<file path="src/rtl/spi_xfer_tally_pkg.sv">
package spi_xfer_tally_pkg;

    typedef enum logic [2:0] {
        OP_HOLD      = 3'd0,
        OP_LOAD      = 3'd1,
        OP_CLEAR     = 3'd2,
        OP_INC       = 3'd3,
        OP_CLEAR_INC = 3'd4
    } tally_op_e;

endpackage

</file>
<file path="src/rtl/spi_xfer_tally_arb.sv">
module spi_xfer_tally_arb
    import spi_xfer_tally_pkg::*;
(
    input  logic      frame_start,
    input  logic      frame_clr,
    input  logic      last_bit,
    input  logic      busy,
    input  logic      wr_en,
    output tally_op_e op
);

    logic wr_ok;
    logic clr_req;

    assign wr_ok   = wr_en & ~busy;
    assign clr_req = frame_start & frame_clr;

    always_comb begin
        if (wr_ok)
            op = OP_LOAD;
        else if (clr_req && last_bit)
            op = OP_CLEAR_INC;
        else if (clr_req)
            op = OP_CLEAR;
        else if (last_bit)
            op = OP_INC;
        else
            op = OP_HOLD;
    end

endmodule

</file>
<file path="src/rtl/spi_xfer_tally_cnt.sv">
module spi_xfer_tally_cnt
    import spi_xfer_tally_pkg::*;
#(
    parameter int CNT_W = 16
) (
    input  logic             clk,
    input  logic             rst_n,
    input  tally_op_e        op,
    input  logic [CNT_W-1:0] load_val,
    output logic [CNT_W-1:0] count
);

    localparam logic [CNT_W-1:0] ONE = CNT_W'(1);

    logic [CNT_W-1:0] count_nx;

    always_comb begin
        unique case (op)
            OP_HOLD:      count_nx = count;
            OP_LOAD:      count_nx = load_val;
            OP_CLEAR:     count_nx = '0;
            OP_INC:       count_nx = count + ONE;
            OP_CLEAR_INC: count_nx = ONE;
            default:      count_nx = count;
        endcase
    end

    always_ff @(posedge clk) begin
        if (!rst_n)
            count <= '0;
        else
            count <= count_nx;
    end

endmodule

</file>
<file path="src/rtl/spi_xfer_tally.sv">
module spi_xfer_tally
    import spi_xfer_tally_pkg::*;
#(
    parameter int REG_W = 32,
    parameter int CNT_W = 16
) (
    input  logic             clk,
    input  logic             rst_n,
    input  logic             frame_start,
    input  logic             frame_clr,
    input  logic             last_bit,
    input  logic             busy,
    input  logic             wr_en,
    input  logic [REG_W-1:0] wr_data,
    output logic [REG_W-1:0] rd_data
);

    localparam int LO_W = REG_W - CNT_W;

    tally_op_e        op;
    logic [CNT_W-1:0] count;

    spi_xfer_tally_arb u_arb (
        .frame_start (frame_start),
        .frame_clr   (frame_clr),
        .last_bit    (last_bit),
        .busy        (busy),
        .wr_en       (wr_en),
        .op          (op)
    );

    spi_xfer_tally_cnt #(.CNT_W(CNT_W)) u_cnt (
        .clk      (clk),
        .rst_n    (rst_n),
        .op       (op),
        .load_val (wr_data[REG_W-1:LO_W]),
        .count    (count)
    );

    generate
        if (LO_W > 0) begin : g_pad
            assign rd_data = {count, {LO_W{1'b0}}};
        end else begin : g_nopad
            assign rd_data = count;
        end
    endgenerate

endmodule

</file>
<file path="config.mk">
export PLATFORM = sky130hd
export DESIGN_NAME = spi_xfer_tally
export DESIGN_NICKNAME = d
export VERILOG_FILES = /design/src/rtl/spi_xfer_tally_pkg.sv /design/src/rtl/spi_xfer_tally_arb.sv /design/src/rtl/spi_xfer_tally_cnt.sv /design/src/rtl/spi_xfer_tally.sv
export SDC_FILE = /design/constraint.sdc
export NUM_CORES = 1
export LEC_CHECK = 0
export BUFFER_PORTS_ARGS = -buffer_cell sky130_fd_sc_hd__clkbuf_2
export CAP_MARGIN = 20
export CORE_ASPECT_RATIO = 1.25
export CORE_MARGIN = 4
export CORE_UTILIZATION = 49
export CTS_BUF_LIST = sky130_fd_sc_hd__clkbuf_4 sky130_fd_sc_hd__clkbuf_8
export DETAILED_ROUTE_END_ITERATION = 12
export HOLD_SLACK_MARGIN = 0.12
export PLACE_DENSITY = 0.87
export SLEW_MARGIN = 20
export SYNTH_ARGS = -nofsm -noshare
export SYNTH_HDL_FRONTEND = slang
export SYNTH_SLANG_ARGS = --single-unit
</file>
<file path="constraint.sdc">
create_clock -name clk -period 4.55 [get_ports clk]
set_input_delay 0.455 -clock clk [delete_from_list [all_inputs] [get_ports clk]]
set_output_delay 0.455 -clock clk [all_outputs]
set_load 0.02 [all_outputs]
</file>
* Word level (Yosys, flattened, before mapping) *
Cells that the tools add are included.

cells by class
  reductions and logical operators = 2
  bitwise logic cells = 3
  mux-type cells = 5
  $add $sub $neg = 1
  equality and inequality tests = 4

operators by type and width
  cell                                                 number
  case mux 16 bit (4 select lines)                     1
  adder 16 x 1 -> 16 bit, second input constant        1
  2-to-1 mux 3 bit                                     3
  equality test 3 x 2 -> 1 bit, second input constant  2
  nonzero test 4 bit                                   1
  equality test 3 x 1 -> 1 bit, second input constant  1
  equality test 3 bit, second input constant           1
  bitwise AND 1 bit                                    2
  2-to-1 mux 2 bit                                     1
  logical AND 1 bit                                    1
  inverter 1 bit                                       1

storage, ports and cells
  input bits = 39
  register bits = 16
  output and inout bits = 32
  word-level logic and storage cells = 16

* Depth between registers and ports, before layout *
Gate-level depths: netlist of the first run.

  depth in word-level cells = 6
  gate-level depth with buffers = 8
  depth with buffers taken out = 7

* By module *
Synthesis of the first run repeated with hierarchy kept, for this count alone.

unflattened totals
  cell total of the unflattened synthesis = 172
  area, all modules = 1,365.1 um^2

by module, submodules not included
  module              instances  area each (um^2)  cells an instance  sequential area each (um^2)
  spi_xfer_tally_cnt  1          1,166.1           147                320.3
  spi_xfer_tally      1          123.9             17                 0.0
  spi_xfer_tally_arb  1          75.1              8                  0.0

* Worst setup path after synthesis of the first run *
OpenSTA, ideal clock, no wires.

  path type = input -> register
  from = input port frame_start
  to = register u_cnt.count[11]
  setup slack = 2.506 ns
  arrival = 1.958 ns
  library setup time = 0.086 ns
  stages on the path = 6
  buffers on the path = 0
  required time = 4.464 ns
  cell sequence = nand2_1 ha_1 nor3_1 nor3_1 or4_4 a221oi_2

on the way
  cells in the longest elaborated chain, start to end = 6
  elaborated cells between the ends (all ways) = 11
  those cells by class = eq/ne (4); mux (4); bitwise (1); reduce/logical (2)

ends and longest elaborated chain
  what                                                                    RTL line                                            text
  start, declared                                                         spi_xfer_tally.sv:9                                 input logic frame_start,
  bitwise AND 1 bit *                                                     spi_xfer_tally_arb.sv:16                            assign clr_req = frame_start & frame_clr;
  2-to-1 mux 3 bit or logical AND 1 bit (tied branches)                   spi_xfer_tally_arb.sv:23, spi_xfer_tally_arb.sv:21
  2-to-1 mux 3 bit *                                                      spi_xfer_tally_arb.sv:21                            else if (clr_req && last_bit)
  2-to-1 mux 3 bit *                                                      spi_xfer_tally_arb.sv:19                            if (wr_ok)
  equality test 3 bit, or another cell as far along                       spi_xfer_tally_cnt.sv:18                            unique case (op)
  case mux 16 bit (4 select lines) or nonzero test 4 bit (tied branches)  n/a
  end signal, assigned                                                    spi_xfer_tally_cnt.sv:32                            count <= count_nx;
  end, declared                                                           spi_xfer_tally_cnt.sv:10                            output logic [CNT_W-1:0] count

Every way passes the cells marked *; elsewhere a longest branch is shown, timed or not.
A chain may end at the register's enable or synchronous reset.

* Worst setup path in the final report of the first run *
  from = input port last_bit
  to = register u_cnt.count[11]

on the way
  cells in the longest elaborated chain, start to end = 6
  elaborated cells between the ends (all ways) = 11
  those cells by class = eq/ne (4); mux (5); reduce/logical (2)

ends and longest elaborated chain
  what                                                                    RTL line                  text
  start, declared                                                         spi_xfer_tally.sv:11      input logic last_bit,
  2-to-1 mux 2 bit                                                        spi_xfer_tally_arb.sv:25  else if (last_bit)
  2-to-1 mux 3 bit                                                        spi_xfer_tally_arb.sv:23  else if (clr_req)
  2-to-1 mux 3 bit *                                                      spi_xfer_tally_arb.sv:21
  2-to-1 mux 3 bit *                                                      spi_xfer_tally_arb.sv:19
  equality test 3 bit, or another cell as far along                       spi_xfer_tally_cnt.sv:18
  case mux 16 bit (4 select lines) or nonzero test 4 bit (tied branches)  n/a

Marks and branches as above.

==> results of run 1 <==
## cell families (layout without fill, tap and decap cells)
group,Yosys count,in the layout
other,1,16
XOR/XNOR,5,5
buffers and inverters,29,48
AND/OR/NAND/NOR,54,54
AO/OA/AOI/OAI,50,50
flip-flops,16,16
adder cells (fa/ha/maj),3,3
## metrics by stage
stage	power (mW)	hold slack, ps	std cells	worst slack (ps)	util
finish	0.341	393	225	2240	0.579
global route	0.357	412	225	2050	0.579
CTS	0.341	385	225	2240	0.577
detailed placement	0.246	538	221	1920	0.562
global placement	0.245	537	221	1930	0.562
floorplan	0.233	593	173	2510	-
## critical path, delay by kind of cell
kind	cells	cell delay (ps)
AO/OA/AOI/OAI	2	480
adder cells (fa/ha/maj)	1	360
buffers and inverters	1	170
AND/OR/NAND/NOR	2	1050
## layout make-up
| class | count | area [um2] | share of cell area |
|---|---|---|---|
| multi-input combinational | 128 | 820 | 0.572 |
| sequential | 16 | 320 | 0.223 |
| timing repair buffer | 39 | 198 | 0.138 |
| tap | 33 | 41.3 | 0.0288 |
| clock buffer | 4 | 36.3 | 0.0253 |
| inverter | 5 | 18.8 | 0.0131 |
## synth_stat cells (4+ instances only)
cell / number / share of area
buf_4: 17 / 0.099
nand4_1: 5 / 0.024
nor2_1: 4 / 0.012
o21ai_0: 14 / 0.055
a211oi_1: 6 / 0.035
dfxtp_1: 16 / 0.25
nor3_1: 5 / 0.019
a21oi_1: 9 / 0.035
a31oi_1: 5 / 0.024
inv_1: 5 / 0.015
nand3_1: 4 / 0.016
nand2_1: 11 / 0.032
## power groups by stage
| stage | Combinational (mW) | Sequential, mW | Clock, mW |
|---|---|---|---|
| after global placement | 0.0831 | 0.161 | 0 |
| after CTS | 0.0854 | 0.158 | 0.0968 |
| after global routing | 0.0958 | 0.160 | 0.101 |
| final | 0.0868 | 0.159 | 0.0951 |
| after floorplan | 0.0666 | 0.167 | 0 |
| after detailed placement | 0.0845 | 0.162 | 0 |
## worst max-delay path by stage
stage / start / endpoint / slack [ps] / cells past startpoint
floorplan: frame_start / u_cnt.count[11]$_SDFFE_PN0P_ / 2510 / 6
global placement: last_bit / u_cnt.count[11]$_SDFFE_PN0P_ / 1930 / 6
detailed placement: last_bit / u_cnt.count[11]$_SDFFE_PN0P_ / 1920 / 6
CTS: last_bit / u_cnt.count[11]$_SDFFE_PN0P_ / 2240 / 6
global route: last_bit / u_cnt.count[13]$_SDFFE_PN0P_ / 2050 / 6
finish: last_bit / u_cnt.count[11]$_SDFFE_PN0P_ / 2240 / 6
## layout by cell type, fill, tap and decap left out, types with 3 or more instances in the layout
cell type | netlist | final
clkbuf_2 | 0 | 38
conb_1 | 1 | 16
dfxtp_1 | 16 | 16
o21ai_0 | 14 | 14
nand2_1 | 11 | 11
a21oi_1 | 9 | 9
a211oi_1 | 6 | 6
inv_1 | 5 | 5
nand4_1 | 5 | 5
a31oi_1 | 5 | 5
nor3_1 | 5 | 4
nor2_1 | 4 | 4
nand3_1 | 4 | 4
nand2b_1 | 3 | 3
nor4_1 | 3 | 3
a221oi_1 | 3 | 3
xnor2_1 | 3 | 3
ha_1 | 3 | 3
clkbuf_4 | 0 | 3
## metal layers
metal,vias up,GRT usage,routed length [um]
met2,77,0.330,1600
met3,5,0.0204,270
met4,0,0.0958,53
met5,-,0,0
li1,636,-,-
met1,629,0.222,1290
==> summary.md, run 1 <==
| Metric | Value |
|---|---|
| Vias per inst | 5.99 |
| Synthesis-stage register bit count | 16 |
| Worst path slowest cell | nor2_1 |
| Clock Latency Late Sink | 290 ps |
| Initial antenna violation count | 0 |
| Post-synth ARST share | 0 |
| Core area | 0.00248 mm2 |
| Worst IR Drop VDD | 0.117 mV |
| Main combinational cell family by area after synthesis | simple AND/OR/NAND/NOR gates |
| Placed cell areas | 0.00139 mm2 |
| Setup CP Type | input pin to flip-flop |
| Die footprint | 0.00351 mm2 |
| Depth of the worst register-to-register path | 4 |
| CP Data Required Time | 4770 ps |
| Final Instance Area | 0.00143 mm2 |
| Final Hold Viols | 0 |
| Clock skew | 4.55 ps |
| Layout cells sized above 1 | 0.281 |
| FMAX | 433 MHz |
| Worst Hold Class | input pin to flip-flop |
| Synth Flop Type | dfxtp_1 |
| Remaining DRCs | 0 |
| Leakage power total | 0.581 nW |
| Synth Area in Compound Gates | 0.261 |
| PortBufs | 38 |
| Min-delay src | wr_data[22] |
| Post-synthesis xor/xnor area fraction | 0.0341 |
| Clock power share | 0.279 |
| First-pass GRT wire length | 5150 um |
| Cells after synthesis | 158 |
| Average wire per standard cell | 14.3 um |
| Psw | 0.114 mW |
| RSZ-0062 raised after global routing | no |
| Largest net degree at the start of global routing | 27 |
| Post-CTS setup buffers | 0 |
| Overflow left after global routing | 0 |
| Initial core utilization | 0.518 |
| Largest regs | u_cnt.count: 16 flops |
| Worst path arrival time | 2530 ps |
| Reg with most FFs | u_cnt.count |
| Final GP Congestion | 0.820 |
| Pwr dens | 237 mW/mm2 |
| Vias in the first global route | 1260 |
| TritonCTS clock tree | yes |
| WHS Endpoint | u_cnt.count[6]$_SDFFE_PN0P_ |
| Hold Path Depth | 3 |
| Post-synth EDFFs | 0 |
| Post-cts gate resize count | 0 |
| Ys Warns | 0 |
| Row Count | 20 |
| Sw frac | 0.334 |
| Reg-to-reg startpoint | u_cnt.count[4]$_SDFFE_PN0P_ |
| Diodes inserted | 0 |
| Comb pwr share | 0.255 |
| Cts hold-fix bufs | 0 |
| Synth unique cells | 47 |
| Setup slack, reg-to-reg | 2690 ps |
| Htree depth | 1 |
| Netlist Area Pre-Place | 0.00128 mm2 |
| Final TNS setup | 0 ps |
| Nets | 235 |
| Seq/Total Area, Yosys | 0.250 |
| IO Count | 71 |
| Final Cycle Share | 0.507 |
| DRT Pass-1 Iters | 5 |
| Crit Reg-Reg Endpoint | u_cnt.count[13]$_SDFFE_PN0P_ |
| Crit-path cells | clkbuf_2 -> ha_1 -> nand4bb_1 -> nor2_1 -> o21ai_0 -> a221oi_2 |
| Layout fillers | 254 |
| Tot GR Track Use | 0.191 |
| Die X | 53.8 um |
| Slew Viols, Final | 0 |
| Final Setup Violations | 0 |
| Crit path max fanout | 12 |
| Period minus WS final | 2310 ps |
| Mean post-synth cell area | 8.12 um2 |
| MaxCap Viol Count | 0 |
| Clock sink total | 16 |
| Synth-to-layout area growth | 11.7% |
| Seq pwr share | 0.466 |
| ANT nets after route | 0 |
| Worst path max stage delay | 670 ps |
| Mux cell area share after synthesis | 0 |
| 1st-iter DRT viols | 72 |
| Routed via count | 1347 |
| Slew HR | 0.499 |
| Max reg flops | 16 |
| Status | finished clean |
| Simple-gate share of the synthesized area | 0.263 |
| Element type at the critical path end | flip-flop |
| Die height | 65.2 um |
| Clk slew on worst S/H paths | 100 ps |
| Root Buffer | clkbuf_4 |
| DRT Wirelength | 3220 um |
| P_int | 0.227 mW |
| Crit path launch type | input pin |
| Cts bufs inserted | 3 |
| Worst slew pin tran | 748 ps |
| Maximum root-to-sink buffer count | 2 |
| Synth Area in Adders | 0.0292 |
| Post-DP HPWL | 2350 um |
(Power assumes the default switching activity.)
==> run 2, diff against run 1 <==
ABC_AREA = 1   (was not set)
CORE_UTILIZATION = 46   (was 49)
PLACE_DENSITY = 0.82   (was 0.87)
clock period = 2.3 ns   (was 4.55 ns; I/O delays follow)
==> run 2 against run 1 <==
Compared with the run above:
- count of clock-buffer cells in the layout fell by 1
- core utilization fell by 3.0 points
- register-to-register slack got worse by 1800 ps
- critical endpoint is now u_cnt.count[14]$_SDFFE_PN0P_
- sequential power rose by 110%
- setup slack got worse by 1300 ps
- wire length fell by 5.6%
- critical path type is now flip-flop to flip-flop
- highest routed layer unchanged
- final area rose by 2.5%
- global-route usage fell by 2.5 points
- non-clock buffer count rose by 1
- die area rose by 6.3%
==> summary.md, run 2 <==
| Metric | Value |
|---|---|
| Largest regs | u_cnt.count: 16 flops |
| Most frequent cells in the layout | nand2_1, clkbuf_2, o21ai_0 |
| Main combinational cell family by area after synthesis | simple AND/OR/NAND/NOR gates |
| Crit path max fanout | 5 |
| Final Cycle Share | 0.600 |
| Leakage power total | 0.717 nW |
| Reg-to-reg startpoint | u_cnt.count[1]$_SDFFE_PN0P_ |
| Crit-path cells | ha_1 -> nand3_2 -> nor2_2 -> nand3_1 -> nand2_1 -> nand3_2 -> a21oi_2 |
| PortBufs | 38 |
| Post-synth EDFFs | 0 |
| Setup crit start | u_cnt.count[1]$_SDFFE_PN0P_ |
| RSZ-0062 raised after global routing | no |
| Initial antenna violation count | 0 |
| Die X | 55.4 um |
| Mean post-synth cell area | 6.30 um2 |
| Worst IR Drop VDD | 0.253 mV |
| Cts bufs inserted | 3 |
| Simple-gate share of the synthesized area | 0.334 |
| Setup CP Type | flip-flop to flip-flop |
| Depth of the worst register-to-register path | 7 |
| Post-CTS setup buffers | 0 |
| Netlist Area Pre-Place | 0.00129 mm2 |
| MaxCap Viol Count | 0 |
| Worst path slowest cell | dfxtp_1 |
| Reg with most FFs | u_cnt.count |
| Diodes inserted | 0 |
| Clock sink total | 16 |
| Clock skew | 5.39 ps |
| 1st-iter DRT viols | 23 |
| Vias in the first global route | 1199 |
| Crit Reg-Reg Endpoint | u_cnt.count[14]$_SDFFE_PN0P_ |
| Top cells by count, synth | nand2_1, o21ai_0, inv_1 |
| Period minus WS final | 1380 ps |
| Synth Area in Adders | 0.0290 |
| Clock Latency Late Sink | 290 ps |
| Die height | 67.3 um |
| Post-Layout Cell Count | 276 |
| Status | finished clean |
| Htree depth | 1 |
| Layout cells sized above 1 | 0.260 |
| Most Frequent Cell on Critical Path | nand3_2 |
| Top cells by area, synth | dfxtp_1, nand2_1, o21ai_0 |
| Layout fillers | 288 |
| IO Count | 71 |
| Final Hold Viols | 0 |
| Post-DP HPWL | 2310 um |
| Crit path launch type | flip-flop |
| Most common cell after layout, fill and taps aside | nand2_1 |
| Worst path arrival time | 1610 ps |
| Slew Viols, Final | 0 |
| Row Count | 21 |
| Pwr dens | 464 mW/mm2 |
| Post-cts gate resize count | 0 |
| First-pass GRT wire length | 4910 um |
| Synth Area in Compound Gates | 0.191 |
| Largest net degree at the start of global routing | 17 |
| Post-synth ARST share | 0 |
| Average wire per standard cell | 11.0 um |
| Cts hold-fix bufs | 0 |
| Element type at the critical path end | flip-flop |
| Seq/Total Area, Yosys | 0.248 |
| Root Buffer | clkbuf_4 |
| Remaining DRCs | 0 |
| Synthesis-stage register bit count | 16 |
| Cells after synthesis | 205 |
| Clk slew on worst S/H paths | 90 ps |
| Max reg flops | 16 |
| Mux cell area share after synthesis | 0 |
| Overflow left after global routing | 0 |
| DRT Wirelength | 3040 um |
| Ys Warns | 0 |
| Initial core utilization | 0.482 |
| Dpl cells | 273 |
| Post-synthesis xor/xnor area fraction | 0.0136 |
| ANT nets after route | 0 |
| Maximum root-to-sink buffer count | 2 |
| Setup slack, reg-to-reg | 920 ps |
| Vias per inst | 4.93 |
| FMAX | 725 MHz |
| Routed via count | 1360 |
| CP endpoint | u_cnt.count[14]$_SDFFE_PN0P_ |
| Worst path max stage delay | 420 ps |
| TritonCTS clock tree | yes |
| Final Setup Violations | 0 |
| Die footprint | 0.00373 mm2 |
| Tot GR Track Use | 0.165 |
| Area leader, netlist | dfxtp_1 |
| Synth unique cells | 28 |
| Nets | 286 |
| Share of the synthesized area in the top cell type | 0.248 |
| Final GP Congestion | 0.929 |
| Worst Hold Class | input pin to flip-flop |
| Count leader, synth | nand2_1 |
| Final TNS setup | 0 ps |
| CP Data Required Time | 2530 ps |
| Synth-to-layout area growth | 13.7% |
| Synth Flop Type | dfxtp_1 |
| Core area | 0.00268 mm2 |
| DRT Pass-1 Iters | 4 |
run 2: layout make-up:
type                       count  area, um2  share of cell area
clock buffer                   3       22.5              0.0153
tap                           34       42.5              0.0289
timing repair buffer          40        205               0.140
inverter                      23       86.3              0.0587
sequential                    16        320               0.218
multi-input combinational    160        793               0.540
run 2: worst min-delay path by stage:
stage	slack, ps	to	cells after the start	start
2_1_floorplan	370	u_cnt.count[1]$_SDFFE_PN0P_	2	rst_n
3_3_place_gp	490	u_cnt.count[1]$_SDFFE_PN0P_	3	wr_data[17]
3_5_place_dp	490	u_cnt.count[1]$_SDFFE_PN0P_	3	wr_data[17]
4_1_cts	180	u_cnt.count[1]$_SDFFE_PN0P_	3	wr_data[17]
5_1_grt	200	u_cnt.count[3]$_SDFFE_PN0P_	3	wr_data[19]
6_report	180	u_cnt.count[1]$_SDFFE_PN0P_	3	wr_data[17]
run 2: where the power goes:
part	total, mW	internal (mW)	switching, mW
clock	0.150	0.0609	0.0888
sequential	0.333	0.300	0.0328
combinational	0.200	0.0674	0.132
total	0.682	0.428	0.254
run 2: routing by layer:
| layer | global-route usage | wire [um] | up-vias |
|---|---|---|---|
| met3 | 0.0287 | 166 | 4 |
| met5 | 0 | 0 | - |
| met4 | 0.0699 | 36 | 0 |
| li1 | - | - | 713 |
| met1 | 0.178 | 1250 | 606 |
| met2 | 0.318 | 1580 | 37 |
run 2: critical path, delay by kind of cell (launching register included):
kind	cells	cell delay, ps
and+or+nand+nor	5	540
DFF	1	420
adders and majority gates	1	230
AOI/OAI and AO/OA	1	120
run 2: logic make-up (layout without fill, tap and decap cells):
kind of cell               Yosys count  after routing
AOI/OAI and AO/OA                   46             46
xor gates and xnor gates             2              2
DFF                                 16             16
buffers and inverters               44             66
and+or+nand+nor                     93             93
other                                1             16
adders and majority gates            3              3
run 2: per-stage QoR:
stage | hold slack [ps] | cell area [um2] | utilization | total power, mW | worst slack, ps
floorplan | 368 | 1350 | - | 0.493 | 930
global placement | 486 | 1450 | 0.540 | 0.534 | 776
detailed placement | 492 | 1450 | 0.540 | 0.539 | 752
CTS | 184 | 1470 | 0.549 | 0.683 | 926
global route | 203 | 1470 | 0.549 | 0.724 | 823
finish | 180 | 1470 | 0.549 | 0.682 | 920
==> run 3, diff against run 2 <==
CORE_UTILIZATION = 41   (was 46)
PLACE_DENSITY = 0.78   (was 0.82)
clock period = 1.1 ns   (was 2.3 ns; I/O delays follow)
==> run 3 against run 2 <==
Compared with the run above:
- the flow now finishes with violations (negative setup slack)
- first-iteration DRC count rose to 2.7 times the previous value
- combinational power rose to 3.0 times the previous value
- cell count up 11%
- largest power group unchanged
- critical path type unchanged
==> summary.md, run 3 (synthesis results as in run 2) <==
| Metric | Value |
|---|---|
| CP Data Required Time | 1340 ps |
| Die X | 58.2 um |
| Maximum root-to-sink buffer count | 2 |
| Setup slack, reg-to-reg | -70 ps |
| Diodes inserted | 0 |
| Final GP Congestion | 0.834 |
| Fin worst setup slack | -65.7 ps |
| Final Instance Area | 0.00194 mm2 |
| Reg-to-reg startpoint | u_cnt.count[1]$_SDFFE_PN0P_ |
| Routed via count | 1567 |
| Clk slew on worst S/H paths | 100 ps |
| Largest regs | u_cnt.count: 16 flops |
| Sw frac | 0.364 |
| Tot GR Track Use | 0.177 |
| Nets | 314 |
| Crit path launch type | flip-flop |
| CP endpoint | u_cnt.count[10]$_SDFFE_PN0P_ |
| Pwr dens | 883 mW/mm2 |
| Layout fillers | 261 |
| DRT Wirelength | 3860 um |
| 1st-iter DRT viols | 63 |
| Clock power share | 0.243 |
| Crit Reg-Reg Endpoint | u_cnt.count[10]$_SDFFE_PN0P_ |
| ANT nets after route | 0 |
| Final Setup Violations | 12 |
| Worst slack at placement | -334 ps |
| Vias in the first global route | 1412 |
| Reg with most FFs | u_cnt.count |
| Seq pwr share | 0.407 |
| Core area | 0.00297 mm2 |
| FMAX | 858 MHz |
| Cts bufs inserted | 3 |
| Setup CP Type | flip-flop to flip-flop |
| Psw | 0.622 mW |
| Post-DP HPWL | 2550 um |
| Die footprint | 0.00412 mm2 |
| Initial antenna violation count | 0 |
| P_int | 1.09 mW |
| Synth-to-layout area growth | 49.9% |
| MaxCap Viol Count | 0 |
| Row Count | 22 |
| Slew Viols, Final | 0 |
| Placed cell areas | 0.00168 mm2 |
| Min-delay src | wr_data[16] |
| Root Buffer | clkbuf_4 |
| Most frequent cells in the layout | nand2_1, clkbuf_2, o21ai_0 |
| Vias per inst | 5.10 |
| Met3 wire length | 248 um |
| Period minus WS final | 1170 ps |
| Final Cycle Share | 1.06 |
| Element type at the critical path end | flip-flop |
| IO Count | 71 |
| Clock sink total | 16 |
| Met2 routed WL | 2070 um |
| Layout cells sized above 1 | 0.454 |
| Worst path arrival time | 1410 ps |
| TritonCTS clock tree | yes |
| Final Hold Viols | 0 |
| Crit path max fanout | 4 |
| RSZ-0062 raised after global routing | yes |
| Overflow left after global routing | 0 |
| Htree depth | 1 |
| Max reg flops | 16 |
| DRT Pass-1 Iters | 4 |
| Leakage power total | 0.904 nW |
| Largest net degree at the start of global routing | 23 |
| M1 wire length | 1430 um |
| Top sig layer | met4 |
| First-pass GRT wire length | 5870 um |
| Average wire per standard cell | 12.6 um |
| Comb pwr share | 0.350 |
| Clock skew | 1.41 ps |
| Initial core utilization | 0.435 |
| Hold Slack | 114 ps |
| Depth of the worst register-to-register path | 7 |
| Die height | 70.8 um |
| Remaining DRCs | 0 |
| Worst IR Drop VDD | 0.544 mV |
| PortBufs | 38 |
| Failing checks | negative setup slack |
| Clock Latency Late Sink | 300 ps |
| Final Util | 0.652 |
| Setup crit start | u_cnt.count[1]$_SDFFE_PN0P_ |
| Status | finished, violations left |
| Final Power | 1.71 mW |
| Worst Hold Class | input pin to flip-flop |
-- run 3: repair_timing --
item | CTS | global route
endpoints found under the setup margin | 15 | 18
gates resized for setup | 7 | 18
hold buffers | 9 | 0
pin swaps | 9 | 12
hold endpoints to repair | 9 | 0
setup buffers | 5 | 1
-- run 3: power groups by stage --
stage,Clock [mW],Combinational (mW),Sequential [mW]
2_1_floorplan,0,0.301,0.766
3_3_place_gp,0,0.501,0.709
3_5_place_dp,0,0.509,0.710
4_1_cts,0.418,0.571,0.693
5_1_grt,0.446,0.655,0.703
6_report,0.415,0.599,0.695
-- run 3: layout make-up --
cell class / count / area [um2] / area share
repair buffers: 68 / 475 / 0.245
multi-input cells: 160 / 938 / 0.484
clock buffers: 4 / 36.3 / 0.0187
flip-flops and latches: 16 / 355 / 0.183
well taps: 36 / 45.0 / 0.0233
inverters: 23 / 86.3 / 0.0446
-- run 3: worst min path at each step --
stage / to / slack [ps] / cells past startpoint
after global placement: u_cnt.count[3]$_SDFFE_PN0P_ / 340 / 3
after CTS: u_cnt.count[0]$_SDFFE_PN0P_ / 120 / 3
final: u_cnt.count[0]$_SDFFE_PN0P_ / 110 / 3
after global routing: u_cnt.count[4]$_SDFFE_PN0P_ / 120 / 3
after detailed placement: u_cnt.count[3]$_SDFFE_PN0P_ / 350 / 3
after floorplan: u_cnt.count[1]$_SDFFE_PN0P_ / 240 / 2
-- run 3: routing by layer --
| metal | up-vias | global-route usage |
|---|---|---|
| li1 | 764 | - |
| met1 | 723 | 0.191 |
| met2 | 65 | 0.340 |
| met3 | 15 | 0.0182 |
| met4 | 0 | 0.0696 |
| met5 | - | 0 |
-- run 3: worst max-delay path, stage by stage (launching register included) --
cell and delay (ps):
dfxtp_4 390, ha_4 150, nand3_4 90, inv_2 90
nand2_4 60, o21bai_1 120, nand3_1 90, a21oi_2 110
-- run 3: per-stage QoR --
step                setup TNS (ps)  std cells
floorplan                     -137        220
global placement             -3640        288
detailed placement           -4200        288
CTS                           -268        306
global route                 -1400        307
finish                        -444        307
